$ cat config.mk
export PLATFORM = sky130hd
export DESIGN_NAME = vcmp_branch_eval
export DESIGN_NICKNAME = d
export VERILOG_FILES = /design/src/rtl/vcbe_pkg.sv /design/src/rtl/vcbe_control.sv /design/src/rtl/vcbe_datapath.sv /design/src/rtl/vcmp_branch_eval.sv
export SDC_FILE = /design/constraint.sdc
export NUM_CORES = 1
export LEC_CHECK = 0
export BUFFER_PORTS_ARGS = -buffer_cell sky130_fd_sc_hd__buf_2
export CAP_MARGIN = 5
export CELL_PAD_IN_SITES_DETAIL_PLACEMENT = 1
export CELL_PAD_IN_SITES_GLOBAL_PLACEMENT = 2
export CORE_UTILIZATION = 33
export CTS_CLUSTER_DIAMETER = 80
export CTS_CLUSTER_SIZE = 25
export DETAILED_ROUTE_END_ITERATION = 10
export PLACE_DENSITY = 0.95
export SYNTH_ARGS = -nofsm -noshare
export SYNTH_HDL_FRONTEND = slang
export SYNTH_SLANG_ARGS = --single-unit
$ cat constraint.sdc
create_clock -name clk -period 6.13 [get_ports clk]
set_clock_uncertainty 0.05 [all_clocks]
set_input_delay 0.613 -clock clk [delete_from_list [all_inputs] [get_ports clk]]
set_output_delay 0.613 -clock clk [all_outputs]
set_load 0.01 [all_outputs]
$ cat src/rtl/vcbe_pkg.sv
package vcbe_pkg;

  typedef enum logic [2:0] {
    CMP_EQ  = 3'd0,
    CMP_NE  = 3'd1,
    CMP_LT  = 3'd2,
    CMP_LTU = 3'd3,
    CMP_GE  = 3'd4,
    CMP_GEU = 3'd5
  } cmpOp_e;

  typedef enum logic {
    ST_IDLE = 1'b0,
    ST_WALK = 1'b1
  } walkState_e;

  typedef struct packed {
    logic load;
    logic step;
    logic finish;
  } ctrlStrobe_t;

endpackage

$ cat src/rtl/vcbe_control.sv
module vcbe_control
  import vcbe_pkg::*;
#(
  parameter int IDXW = 3
) (
  input  logic            clk,
  input  logic            rstN,
  input  logic            start,
  input  logic [IDXW-1:0] lastIdx,
  output ctrlStrobe_t     strobe,
  output logic [IDXW-1:0] elemIdx,
  output logic            busy
);

  walkState_e state;

  always_comb begin
    strobe.load   = start && (state == ST_IDLE);
    strobe.step   = (state == ST_WALK);
    strobe.finish = (state == ST_WALK) && (elemIdx == lastIdx);
  end

  always_ff @(posedge clk or negedge rstN) begin
    if (!rstN) begin
      state   <= ST_IDLE;
      elemIdx <= '0;
    end else if (strobe.load) begin
      state   <= ST_WALK;
      elemIdx <= '0;
    end else if (strobe.finish) begin
      state   <= ST_IDLE;
      elemIdx <= '0;
    end else if (strobe.step) begin
      elemIdx <= elemIdx + 1'b1;
    end
  end

  assign busy = (state == ST_WALK);

endmodule

$ cat src/rtl/vcbe_datapath.sv
module vcbe_datapath
  import vcbe_pkg::*;
#(
  parameter int XLEN  = 32,
  parameter int MAXVL = 8,
  parameter int REGW  = 5,
  parameter int VLW   = 4,
  parameter int IDXW  = 3
) (
  input  logic             clk,
  input  logic             rstN,
  input  ctrlStrobe_t      strobe,
  input  logic [IDXW-1:0]  elemIdx,
  input  logic [VLW-1:0]   vecLen,
  input  logic [MAXVL-1:0] predMask,
  input  logic             predInvert,
  input  logic [2:0]       cmpOp,
  input  logic             vecA,
  input  logic             vecB,
  input  logic [REGW-1:0]  baseA,
  input  logic [REGW-1:0]  baseB,
  input  logic             hasTarget,
  input  logic [REGW-1:0]  targetReg,
  input  logic [XLEN-1:0]  rdDataA,
  input  logic [XLEN-1:0]  rdDataB,
  output logic [IDXW-1:0]  lastIdx,
  output logic [REGW-1:0]  rdAddrA,
  output logic [REGW-1:0]  rdAddrB,
  output logic             done,
  output logic             taken,
  output logic [MAXVL-1:0] resultMask,
  output logic             predWrEn,
  output logic [REGW-1:0]  predWrIdx,
  output logic [MAXVL-1:0] predWrData
);

  localparam logic [VLW-1:0] LEN_CAP = VLW'(MAXVL);

  function automatic logic [MAXVL-1:0] lenMask(input logic [VLW-1:0] len);
    logic [MAXVL-1:0] m;
    for (int i = 0; i < MAXVL; i++) m[i] = (VLW'(i) < len);
    return m;
  endfunction

  logic             cfgVecA, cfgVecB, cfgHasTgt;
  logic [REGW-1:0]  cfgBaseA, cfgBaseB, cfgTgt;
  logic [2:0]       cfgOp;
  logic [VLW-1:0]   cfgLen;
  logic [MAXVL-1:0] cfgPred;
  logic [MAXVL-1:0] accMask, accNext;
  logic             scalarMode, pass, hitBit;
  logic [VLW-1:0]   lenIn;

  assign lenIn      = (vecLen > LEN_CAP) ? LEN_CAP : vecLen;
  assign scalarMode = !cfgVecA && !cfgVecB;
  assign lastIdx    = (scalarMode || cfgLen == '0) ? '0 : IDXW'(cfgLen - 1'b1);
  assign rdAddrA    = cfgVecA ? cfgBaseA + REGW'(elemIdx) : cfgBaseA;
  assign rdAddrB    = cfgVecB ? cfgBaseB + REGW'(elemIdx) : cfgBaseB;

  always_comb begin
    case (cfgOp)
      CMP_EQ:  pass = (rdDataA == rdDataB);
      CMP_NE:  pass = (rdDataA != rdDataB);
      CMP_LT:  pass = ($signed(rdDataA) <  $signed(rdDataB));
      CMP_LTU: pass = (rdDataA <  rdDataB);
      CMP_GE:  pass = ($signed(rdDataA) >= $signed(rdDataB));
      CMP_GEU: pass = (rdDataA >= rdDataB);
      default: pass = 1'b0;
    endcase
  end

  assign hitBit  = (VLW'(elemIdx) < cfgLen) && cfgPred[elemIdx] && pass;
  assign accNext = accMask | (hitBit ? (MAXVL'(1) << elemIdx) : '0);

  always_ff @(posedge clk or negedge rstN) begin
    if (!rstN) begin
      cfgVecA    <= 1'b0;
      cfgVecB    <= 1'b0;
      cfgHasTgt  <= 1'b0;
      cfgBaseA   <= '0;
      cfgBaseB   <= '0;
      cfgTgt     <= '0;
      cfgOp      <= '0;
      cfgLen     <= '0;
      cfgPred    <= '0;
      accMask    <= '0;
      done       <= 1'b0;
      taken      <= 1'b0;
      resultMask <= '0;
      predWrEn   <= 1'b0;
      predWrIdx  <= '0;
      predWrData <= '0;
    end else begin
      done     <= 1'b0;
      predWrEn <= 1'b0;
      if (strobe.load) begin
        cfgVecA   <= vecA;
        cfgVecB   <= vecB;
        cfgHasTgt <= hasTarget;
        cfgBaseA  <= baseA;
        cfgBaseB  <= baseB;
        cfgTgt    <= targetReg;
        cfgOp     <= cmpOp;
        cfgLen    <= lenIn;
        cfgPred   <= (predMask ^ {MAXVL{predInvert}}) & lenMask(lenIn);
        accMask   <= '0;
      end
      if (strobe.step) accMask <= accNext;
      if (strobe.finish) begin
        done       <= 1'b1;
        taken      <= scalarMode ? pass : (accNext == cfgPred);
        resultMask <= scalarMode ? '0 : accNext;
        predWrEn   <= !scalarMode && cfgHasTgt;
        predWrIdx  <= cfgTgt;
        predWrData <= scalarMode ? '0 : accNext;
      end
    end
  end

endmodule

$ cat src/rtl/vcmp_branch_eval.sv
module vcmp_branch_eval
  import vcbe_pkg::*;
#(
  parameter int XLEN  = 32,
  parameter int MAXVL = 8,
  parameter int REGW  = 5,
  localparam int VLW  = $clog2(MAXVL + 1),
  localparam int IDXW = (MAXVL > 1) ? $clog2(MAXVL) : 1
) (
  input  logic             clk,
  input  logic             rstN,
  input  logic             start,
  input  logic [VLW-1:0]   vecLen,
  input  logic [MAXVL-1:0] predMask,
  input  logic             predInvert,
  input  logic [2:0]       cmpOp,
  input  logic             vecA,
  input  logic             vecB,
  input  logic [REGW-1:0]  baseA,
  input  logic [REGW-1:0]  baseB,
  input  logic             hasTarget,
  input  logic [REGW-1:0]  targetReg,
  output logic [REGW-1:0]  rdAddrA,
  output logic [REGW-1:0]  rdAddrB,
  input  logic [XLEN-1:0]  rdDataA,
  input  logic [XLEN-1:0]  rdDataB,
  output logic             busy,
  output logic             done,
  output logic             taken,
  output logic [MAXVL-1:0] resultMask,
  output logic             predWrEn,
  output logic [REGW-1:0]  predWrIdx,
  output logic [MAXVL-1:0] predWrData
);

  ctrlStrobe_t     strobe;
  logic [IDXW-1:0] elemIdx;
  logic [IDXW-1:0] lastIdx;

  vcbe_control #(.IDXW(IDXW)) u_ctrl (
    .clk     (clk),
    .rstN    (rstN),
    .start   (start),
    .lastIdx (lastIdx),
    .strobe  (strobe),
    .elemIdx (elemIdx),
    .busy    (busy)
  );

  vcbe_datapath #(
    .XLEN(XLEN), .MAXVL(MAXVL), .REGW(REGW), .VLW(VLW), .IDXW(IDXW)
  ) u_dp (
    .clk        (clk),
    .rstN       (rstN),
    .strobe     (strobe),
    .elemIdx    (elemIdx),
    .vecLen     (vecLen),
    .predMask   (predMask),
    .predInvert (predInvert),
    .cmpOp      (cmpOp),
    .vecA       (vecA),
    .vecB       (vecB),
    .baseA      (baseA),
    .baseB      (baseB),
    .hasTarget  (hasTarget),
    .targetReg  (targetReg),
    .rdDataA    (rdDataA),
    .rdDataB    (rdDataB),
    .lastIdx    (lastIdx),
    .rdAddrA    (rdAddrA),
    .rdAddrB    (rdAddrB),
    .done       (done),
    .taken      (taken),
    .resultMask (resultMask),
    .predWrEn   (predWrEn),
    .predWrIdx  (predWrIdx),
    .predWrData (predWrData)
  );

endmodule

* Word-level counts from Yosys, hierarchy flattened *
Cells that the tools add are included.

operators by class
  multiplexer cells = 19
  shift-type cells = 1
  $add $sub $neg = 4
  reduce and logical (&&, ||, !) cells = 15
  bitwise operators = 4
  equal/unequal tests = 9
  $lt $le $gt $ge = 15

operators by type and width
  kind                                                                         count
  32-bit >= comparator                                                         2
  32-bit less-than comparator                                                  2
  32-bit equality test                                                         1
  8-bit two-way mux                                                            4
  32-bit inequality test                                                       1
  3-bit by 4-bit less-than comparator with 1-bit output, first input constant  4
  3-bit two-way mux                                                            4
  5-bit by 3-bit adder with 5-bit output                                       2
  5-bit two-way mux                                                            2
  8-bit AND                                                                    1
  8-bit equality test                                                          1
  1-bit by 4-bit less-than comparator with 1-bit output, first input constant  2
  2-bit by 4-bit less-than comparator with 1-bit output, first input constant  2
  8-bit bitwise OR                                                             1
  1-bit by 3-bit left shift with 8-bit output, first input constant            1
  8-bit XOR                                                                    1
  3-bit by 2-bit equality test with 1-bit output, second input constant        2
  3-bit equality test, second input constant                                   2
  1-bit logical AND                                                            6
  1-bit two-way mux                                                            6
  1-bit case mux with 6 select lines                                           1
  4-bit greater-than comparator, second input constant                         1
  4-bit zero test                                                              1
  3-bit by 4-bit less-than comparator with 1-bit output                        1
  other kinds (13)                                                             16

word-level totals
  register bits after elaboration = 61

* Longest topological paths before layout *
Gate-level depths: netlist (run 1).

  depth after elaboration = 8
  depth in mapped cells = 12
  depth with buffers taken out = 11

* By module *
Synthesis (run 1) repeated with hierarchy kept, for this count alone.

unflattened totals
  cells, all modules = 447
  area, all modules = 4269.1 sq um

modules (own cells, without submodules)
  module         cells each  area each (sq um)  seq. area each (sq um)  times used
  vcbe_datapath  423         4038.9             1426.4                  1
  vcbe_control   24          230.2              100.1                   1

* Worst setup path before layout (run 1) *
No wires, ideal clock.

  path type = input port to flip-flop
  from = input rdDataB[14]
  to = register u_dp.resultMask[6]
  buffers on the path = 1
  library setup time = 121 ps
  arrival time = 2723 ps
  stages on the path = 12
  slack = 3236 ps
  data required time = 5959 ps
  cells stage by stage = inv_1 ha_1 a21oi_1 nand2_1 a221o_1 o31a_1 nor3_2 nor4_2 and3_1 buf_6 a21o_1 a22o_1

on the way
  longest elaborated chain between the ends = 6
  elaborated cells between the ends (all ways) = 11
  those cells by class = order compare: 4; eq/ne: 2; mux: 3; bitwise: 1; reduce/logical: 1

RTL lines
  item                                                RTL line                text
  from (decl)                                         vcmp_branch_eval.sv:26  input logic [XLEN-1:0] rdDataB,
  32-bit >= comparator, or another cell as far along  vcbe_datapath.sv:67     CMP_GEU: pass = (rdDataA >= rdDataB);
  1-bit case mux with 6 select lines (*)              vcbe_datapath.sv:61     case (cfgOp)
  1-bit logical AND (*)                               vcbe_datapath.sv:72     assign hitBit = (VLW'(elemIdx) < cfgLen) && cfgPred[elemIdx] && pass;
  8-bit two-way mux (*)                               vcbe_datapath.sv:73     assign accNext = accMask | (hitBit ? (MAXVL'(1) << elemIdx) : '0);
  8-bit bitwise OR (*)                                vcbe_datapath.sv:73
  8-bit two-way mux (*)                               vcbe_datapath.sv:112    resultMask <= scalarMode ? '0 : accNext;
  to (signal assigned)                                vcbe_datapath.sv:112
  to (decl)                                           vcbe_datapath.sv:31     output logic [MAXVL-1:0] resultMask,

Mark *: on every way between the ends. The rest lies on a longest branch, timed or not.
A chain may end at the register's enable or synchronous reset.

* Worst setup path after layout (run 1) *
  from = input rdDataB[31]
  to = register u_dp.resultMask[1]

Same word-level chain as after synthesis.

==> results of run 1 <==
[how the worst max path moves through the flow]
stage | cells after the start | slack, ns | to
4_1_cts | 12 | 3.10 | u_dp.resultMask[0]$_DFFE_PN0P_
3_5_place_dp | 12 | 2.79 | u_dp.resultMask[0]$_DFFE_PN0P_
6_report | 12 | 3.11 | u_dp.resultMask[1]$_DFFE_PN0P_
2_1_floorplan | 12 | 3.24 | u_dp.resultMask[6]$_DFFE_PN0P_
3_3_place_gp | 12 | 2.95 | u_dp.resultMask[0]$_DFFE_PN0P_
5_1_grt | 12 | 2.85 | u_dp.resultMask[0]$_DFFE_PN0P_
[flip-flops by register name, summed over array words and instances, names as in the netlist]
name             count
u_dp.accMask         8
u_dp.cfgPred         8
u_dp.resultMask      8
u_dp.cfgBaseA        5
u_dp.cfgBaseB        5
u_dp.cfgTgt          5
u_dp.predWrIdx       5
u_dp.cfgLen          4
u_ctrl.elemIdx       3
u_dp.cfgOp           3
u_ctrl.busy          1
u_dp.cfgHasTgt       1
u_dp.cfgVecA         1
u_dp.cfgVecB         1
u_dp.done            1
u_dp.predWrEn        1
u_dp.taken           1
[placed cells by master (no fill, tap or decap), types with 3 or more instances in the layout]
master,Yosys,routed
a21o_1,10,10
a21oi_1,20,20
a22o_1,9,9
a32o_1,7,7
buf_2,0,135
clkbuf_16,0,9
dfrtp_1,61,61
ha_1,48,48
inv_1,52,52
mux2_2,26,26
mux2i_1,3,3
nand2_1,44,44
nand2b_1,12,11
nand3_1,8,8
nand4_1,6,6
nor2_1,15,15
nor2b_1,9,9
nor3_1,4,4
o211ai_1,5,5
o21ai_0,20,20
o31ai_1,5,5
xnor2_1,14,14
xor2_1,4,4
[synthesized netlist by cell type, types with 2 or more instances]
| cell | number | share of area |
|---|---|---|
| a211oi_1 | 2 | 0.0035 |
| a31oi_1 | 2 | 0.0029 |
| a22o_1 | 9 | 0.018 |
| xnor2_1 | 14 | 0.028 |
| mux4_2 | 2 | 0.010 |
| a21o_1 | 10 | 0.017 |
| nor4_2 | 2 | 0.0058 |
| nand3b_1 | 2 | 0.0035 |
| clkbuf_1 | 13 | 0.011 |
| nand2_1 | 44 | 0.038 |
| and2_1 | 2 | 0.0029 |
| nor2_1 | 15 | 0.013 |
| o2111ai_1 | 2 | 0.0040 |
| mux2_2 | 26 | 0.068 |
| nor3_1 | 4 | 0.0046 |
| o211ai_1 | 5 | 0.0087 |
| fa_1 | 2 | 0.0092 |
| dfrtp_1 | 61 | 0.35 |
| a221oi_1 | 2 | 0.0040 |
| nand4_1 | 6 | 0.0087 |
| o31ai_1 | 5 | 0.0087 |
| and3_1 | 2 | 0.0029 |
| a32o_1 | 7 | 0.016 |
| inv_1 | 52 | 0.045 |
| nand3_1 | 8 | 0.0092 |
| o21ai_0 | 20 | 0.023 |
| ha_1 | 48 | 0.14 |
| a21oi_1 | 20 | 0.023 |
| nand2b_1 | 12 | 0.017 |
| xor2_1 | 4 | 0.0081 |
| buf_6 | 2 | 0.0052 |
| o221ai_1 | 2 | 0.0040 |
| buf_4 | 8 | 0.014 |
| nor2b_1 | 9 | 0.013 |
| mux2i_1 | 3 | 0.0069 |
| buf_1 | 2 | 0.0017 |
[through the flow]
stage                     setup WS (ns)  hold WS [ns]  cell area (um^2)  utilization
after CTS                          3.10         0.416              5430        0.426
final                              3.11         0.400              5430        0.427
after global placement             2.95         0.393              5100        0.401
after floorplan                    3.24         0.267              4330            -
after global routing               2.85         0.427              5430        0.427
after detailed placement           2.79         0.402              5100        0.401
[critical path, stage by stage]
cell     delay (ns)
buf_2          0.07
inv_1          0.03
ha_1           0.31
nand4_1        0.18
nor4_1         0.47
nand3_1        0.20
xnor2_1        0.19
o21ai_1        0.12
nor4_2         0.37
and3_1         0.36
a21o_1         0.17
a22o_1         0.12
[power breakdown]
group | total (mW) | internal (mW) | switching (mW)
combinational | 1.26 | 0.590 | 0.668
clock | 0.547 | 0.376 | 0.171
sequential | 0.798 | 0.587 | 0.212
total | 2.60 | 1.55 | 1.05
[cell type report]
type | count | area [um^2]
Fill cell | 1525 | 7290
Multi-Input combinational cell | 314 | 2470
Sequential cell | 61 | 1530
Timing Repair Buffer | 137 | 691
Clock buffer | 12 | 256
Tap cell | 172 | 215
Inverter | 53 | 199
Clock inverter | 4 | 70.1
Antenna cell | 1 | 2.50
[kinds of logic (layout without fill, tap and decap cells)]
logic type      after synthesis  count (layout)  synth area share
simple gates                115             115             0.137
buf+inv                      78             206            0.0780
fa+ha+maj                    50              50             0.148
mux                          31              31            0.0850
other cells                   0               1                 0
compound gates              100             100             0.163
flops                        61              61             0.353
xor+xnor                     18              18            0.0364
[metal layers]
| metal | track usage | wire (um) | vias up |
|---|---|---|---|
| met2 | 0.350 | 6470 | 80 |
| li1 | - | - | 1833 |
| met3 | 0.0244 | 356 | 21 |
| met5 | 0 | 0 | - |
| met1 | 0.210 | 4900 | 1853 |
| met4 | 0.0700 | 258 | 0 |
==> impl_metrics.toml, run 1 <==
[floorplan]
core-area_mm2 = 0.0127
die-area_mm2 = 0.0136
start_util = 0.340
die_h_um = 117
die_w_um = 117
rows = 41
ios = 136

[grt]
grt_overflow = 0
grt_use_total = 0.185
grt_pass1_wl_mm = 19.3
grt_max_degree = 62
antenna_found_initial = 1
grt_pass1_vias = 4014

[yosys]
synth-seq-area-share = 0.353
synth-main-ff-cell = "dfrtp_1"
synth.distinct_cells = 60
async_flop_share = 1.00
syn_avg_cell_area_um2 = 9.56
synthCells = 453
ys_warn_count = 0
synth_fp_nets = 604
syn_area_mm2 = 0.00433
yosys_register_bits = 61
synth_edf_count = 0

[placed_design]
place_inst = 737
portBuffers = 135
dpl.hpwl_mm = 9.40
gp_congestion = 0.812

[critical_path]
startpoint = "rdDataB[31]"
r2r-start = "u_dp.cfgVecA$_DFFE_PN0P_"
start_kind = "input pin"
r2r_slack_ns = 3.41
critPathMaxFanout = 6
critPathArrivalTime_ns = 3.23
reg2reg_depth = 8
critPathCaptureType = "register"
r2r_end = "u_dp.resultMask[0]$_DFFE_PN0P_"
crit_type = "input pin to register"
critPathRequiredTime_ns = 6.34

[power]
leakage_nw = 2.81
power_density_mw_per_mm2 = 480
ir_drop_mv = 0.202
total_power_mw = 2.60

[finish]
nets = 727
syn2layout_area_growth_pct = 25.4
final_layout_size_suffix_gt1_frac = 0.327
layout.cells.non_filler = 754

[clocking]
clock-root-buffer = "clkbuf_16"
cts_setup_buffers = 0
postCtsResizedCells = 0
ctsHtreeMaxLevel = 3
numCtsBuffers = 9
clock-sinks = 61
cts_tree = "yes"
clk_path_buf_depth = 2
postCtsHoldBufs = 0
clkTransAtPathRegs_ns = 0.05
clk_latency_ns = 0.32

[sta]
relSlewSlack = 0.290
rsz0062_at_grt = "false"
hold_viol_final = 0
slew_viol_final = 0
clock.fmax_ghz = 0.331
post-route-period-util = 0.492
tightestPinTransition_ns = 1.07
period_minus_slack_ns = 3.02
setup_viol = 0
setup-tns-final_ns = 0

[drt]
antenna_left = 0
drtIter0Drc = 91
wire_per_inst_um = 15.9
post-route-drc-count = 0
first_pass_iters = 4
wl_mm = 12.0
vias = 3787
viasPerCell = 5.02

[run]
drv_cap = 0

[min_path]
hold_path_class = "input pin to async pin"

[run_status]
outcome = "complete, no violations"
(Power assumes the default switching activity.)
==> inputs of run 2 (changes only) <==
--- a/config.mk
+++ b/config.mk
@@ -5,15 +5,16 @@
 export SDC_FILE = /design/constraint.sdc
 export NUM_CORES = 1
 export LEC_CHECK = 0
+export ABC_AREA = 1
 export BUFFER_PORTS_ARGS = -buffer_cell sky130_fd_sc_hd__buf_2
 export CAP_MARGIN = 5
 export CELL_PAD_IN_SITES_DETAIL_PLACEMENT = 1
 export CELL_PAD_IN_SITES_GLOBAL_PLACEMENT = 2
-export CORE_UTILIZATION = 33
+export CORE_UTILIZATION = 25
 export CTS_CLUSTER_DIAMETER = 80
 export CTS_CLUSTER_SIZE = 25
 export DETAILED_ROUTE_END_ITERATION = 10
-export PLACE_DENSITY = 0.95
+export PLACE_DENSITY = 0.86
 export SYNTH_ARGS = -nofsm -noshare
 export SYNTH_HDL_FRONTEND = slang
 export SYNTH_SLANG_ARGS = --single-unit
==> constraint.sdc (replaced) <==
create_clock -name clk -period 2.5 [get_ports clk]
set_clock_uncertainty 0.05 [all_clocks]
set_input_delay 0.25 -clock clk [delete_from_list [all_inputs] [get_ports clk]]
set_output_delay 0.25 -clock clk [all_outputs]
set_load 0.01 [all_outputs]
==> run 2 against run 1 <==
Against the previous run:
- core utilization decreased by 7.9 points
- sequential cell count stayed put
- critical endpoint is now rdAddrA[4]
- largest cell class unchanged
- routed wire length rose by 4.2%
- final area up 6.6%
- global-route usage down 3.4 points
- non-clock buffer count up 30
- critical path depth fell by 4
- clock power grew 120%
==> impl_metrics.toml, run 2 <==
[power]
leakage_nw = 3.21
ir_drop_mv = 0.467
total_power_mw = 6.39
power_density_mw_per_mm2 = 1110

[yosys]
synth_top_area_cell = "dfrtp_1"
netlist.area_leader.share = 0.356
ys_warn_count = 0
synth_fp_nets = 731
synth_edf_count = 0
async_flop_share = 1.00
synth_commonest_cells = "169 x nand2_1, 100 x inv_1, 61 x dfrtp_1"
syn_area_mm2 = 0.00429
netlist_top_cells_area = "dfrtp_1 36%, nand2_1 15%, ha_1 14%, inv_1 8.8%, o21ai_0 5.1%"
yosysMostFrequentCell = "nand2_1"
synthCells = 580
synth-seq-area-share = 0.356
synth-main-ff-cell = "dfrtp_1"
syn_avg_cell_area_um2 = 7.40
synth.distinct_cells = 34
yosys_register_bits = 61

[sta]
period_minus_slack_ns = 2.42
rsz0062_at_grt = "true"
tightestPinTransition_ns = 0.679
worst_hold_slack_ns = 0.0594
hold_viol_final = 0
relSlewSlack = 0.542
clock.fmax_ghz = 0.414
slew_viol_final = 0
post-route-period-util = 0.967
setup-tns-final_ns = 0
setup_viol = 0

[finish]
layout.cells.non_filler = 963
layout_common_cells = "168 x nand2_1, 135 x buf_2, 98 x inv_1"
n_fill_cell = 2113
syn2layout_area_growth_pct = 34.9
register_area_mm2 = 0.00153
nets = 891
final_common_cell = "nand2_1"
reg.largest.list = "u_dp.accMask: 8 flops, u_dp.cfgPred: 8 flops, u_dp.resultMask: 8 flops"
antenna_cells = 0
multi_input_area_mm2 = 0.00235
postLayoutCoreUtil = 0.348
final_layout_size_suffix_gt1_frac = 0.276

[clocking]
numCtsBuffers = 9
cts_tree = "yes"
clk_path_buf_depth = 2
clkTransAtPathRegs_ns = 0.05
ctsHtreeMaxLevel = 3
clock-root-buffer = "clkbuf_16"
clock-sinks = 61
clk_latency_ns = 0.33

[drt]
viasPerCell = 4.32
drtIter0Drc = 135
wl_mm = 12.5
wire_per_inst_um = 13.0
vias = 4161
first_pass_iters = 4
post-route-drc-count = 0
antenna_left = 0

[floorplan]
start_util = 0.258
core-area_mm2 = 0.0166
die_w_um = 133
rows = 47
die-area_mm2 = 0.0177
die_h_um = 133
ios = 136

[grt]
antenna_found_initial = 0
grt_max_degree = 41
grt_pass1_vias = 4420
grt_pass1_wl_mm = 21.3
grt_use_total = 0.151
grt_overflow = 0

[critical_path]
critPathRequiredTime_ns = 2.20
r2r_slack_ns = 0.29
critPathArrivalTime_ns = 2.12
crit_type = "register to primary output"
reg2reg_depth = 15
critPathCaptureType = "primary output"
r2r-start = "u_ctrl.elemIdx[0]$_DFFE_PN0P_"
start_kind = "register"
critPathMaxFanout = 3
r2r_end = "u_dp.taken$_DFFE_PN0P_"

[run]
drv_cap = 0

[placed_design]
gp_congestion = 0.820
dpl.hpwl_mm = 9.86
place_inst = 939
portBuffers = 135

[run_status]
outcome = "complete, no violations"

[min_path]
holdPathStages = 3
hp-start = "baseA[2]"
hold_path_class = "input pin to register"
holdPathEnd = "u_dp.cfgBaseA[2]$_DFFE_PN0P_"
run 2: cell types whose count changed in the layout (fill, tap and decap cells not counted), sizes merged, moves of 23 or more:
cell and change:
nand2 +129, nand3 +23, buf +29, o21ai +24
inv +47, mux2 -26
run 2: what timing repair did:
item,4_1_cts,5_1_grt
pin swaps,0,12
hold endpoints to repair,21,0
buffers inserted,1,8
hold buffers,1,0
gates resized for setup,1,19
cloned,0,0
endpoints found under the setup margin,2,3
run 2: power by group:
part / switching (mW) / internal [mW] / total (mW)
sequential: 0.305 / 1.42 / 1.73
combinational: 2.02 / 1.44 / 3.46
clock: 0.417 / 0.785 / 1.20
total: 2.74 / 3.65 / 6.39
run 2: how the worst max path moves through the flow:
stage / from / end / slack [ns] / cells past startpoint
after floorplan: rdDataB[31] / u_dp.taken$_DFFE_PN0P_ / 0.26 / 22
after global placement: rdDataB[31] / u_dp.taken$_DFFE_PN0P_ / -0.08 / 21
after CTS: u_ctrl.elemIdx[1]$_DFFE_PN0P_ / rdAddrA[4] / 0.04 / 7
after global routing: u_dp.cfgBaseA[0]$_DFFE_PN0P_ / rdAddrA[4] / -0.05 / 8
after detailed placement: rdDataB[31] / u_dp.taken$_DFFE_PN0P_ / -0.19 / 21
final: u_dp.cfgBaseA[0]$_DFFE_PN0P_ / rdAddrA[4] / 0.08 / 8
run 2: layer usage:
metal  wire length [um]  GRT usage  vias up  share of wire
met2               5930      0.257       83           0.48
li1                   -          -     2147              -
met3                543     0.0333        8          0.043
met5                  0          0        -              0
met1               5900      0.195     1923           0.47
met4                112     0.0345        0         0.0090
run 2: cell type report:
cell class,count,area share
multi-input cells,398,0.406
flip-flops and latches,61,0.264
repair buffers,167,0.166
inverters,103,0.0675
well taps,220,0.0476
clock buffers,12,0.0426
clock inverters,2,0.00606
run 2: stage by stage:
stage          setup slack [ns]  cell area [um^2]
2_1_floorplan             0.261              4290
3_3_place_gp            -0.0765              5330
3_5_place_dp             -0.185              5330
4_1_cts                  0.0379              5630
5_1_grt                 -0.0470              5790
6_report                 0.0832              5790
run 2: critical path, stage by stage, from the launching register on:
cell     delay, ns
dfrtp_1       0.42
ha_4          0.16
inv_1         0.05
fa_2          0.37
or2_2         0.31
nand2_1       0.08
nand3_2       0.08
xnor2_1       0.16
buf_2         0.15
run 2: kinds of logic after synthesis:
logic type / share of synthesized area
xor+xnor: 0.0286
compound gates: 0.117
buf+inv: 0.113
simple gates: 0.236
flops: 0.356
fa+ha+maj: 0.149
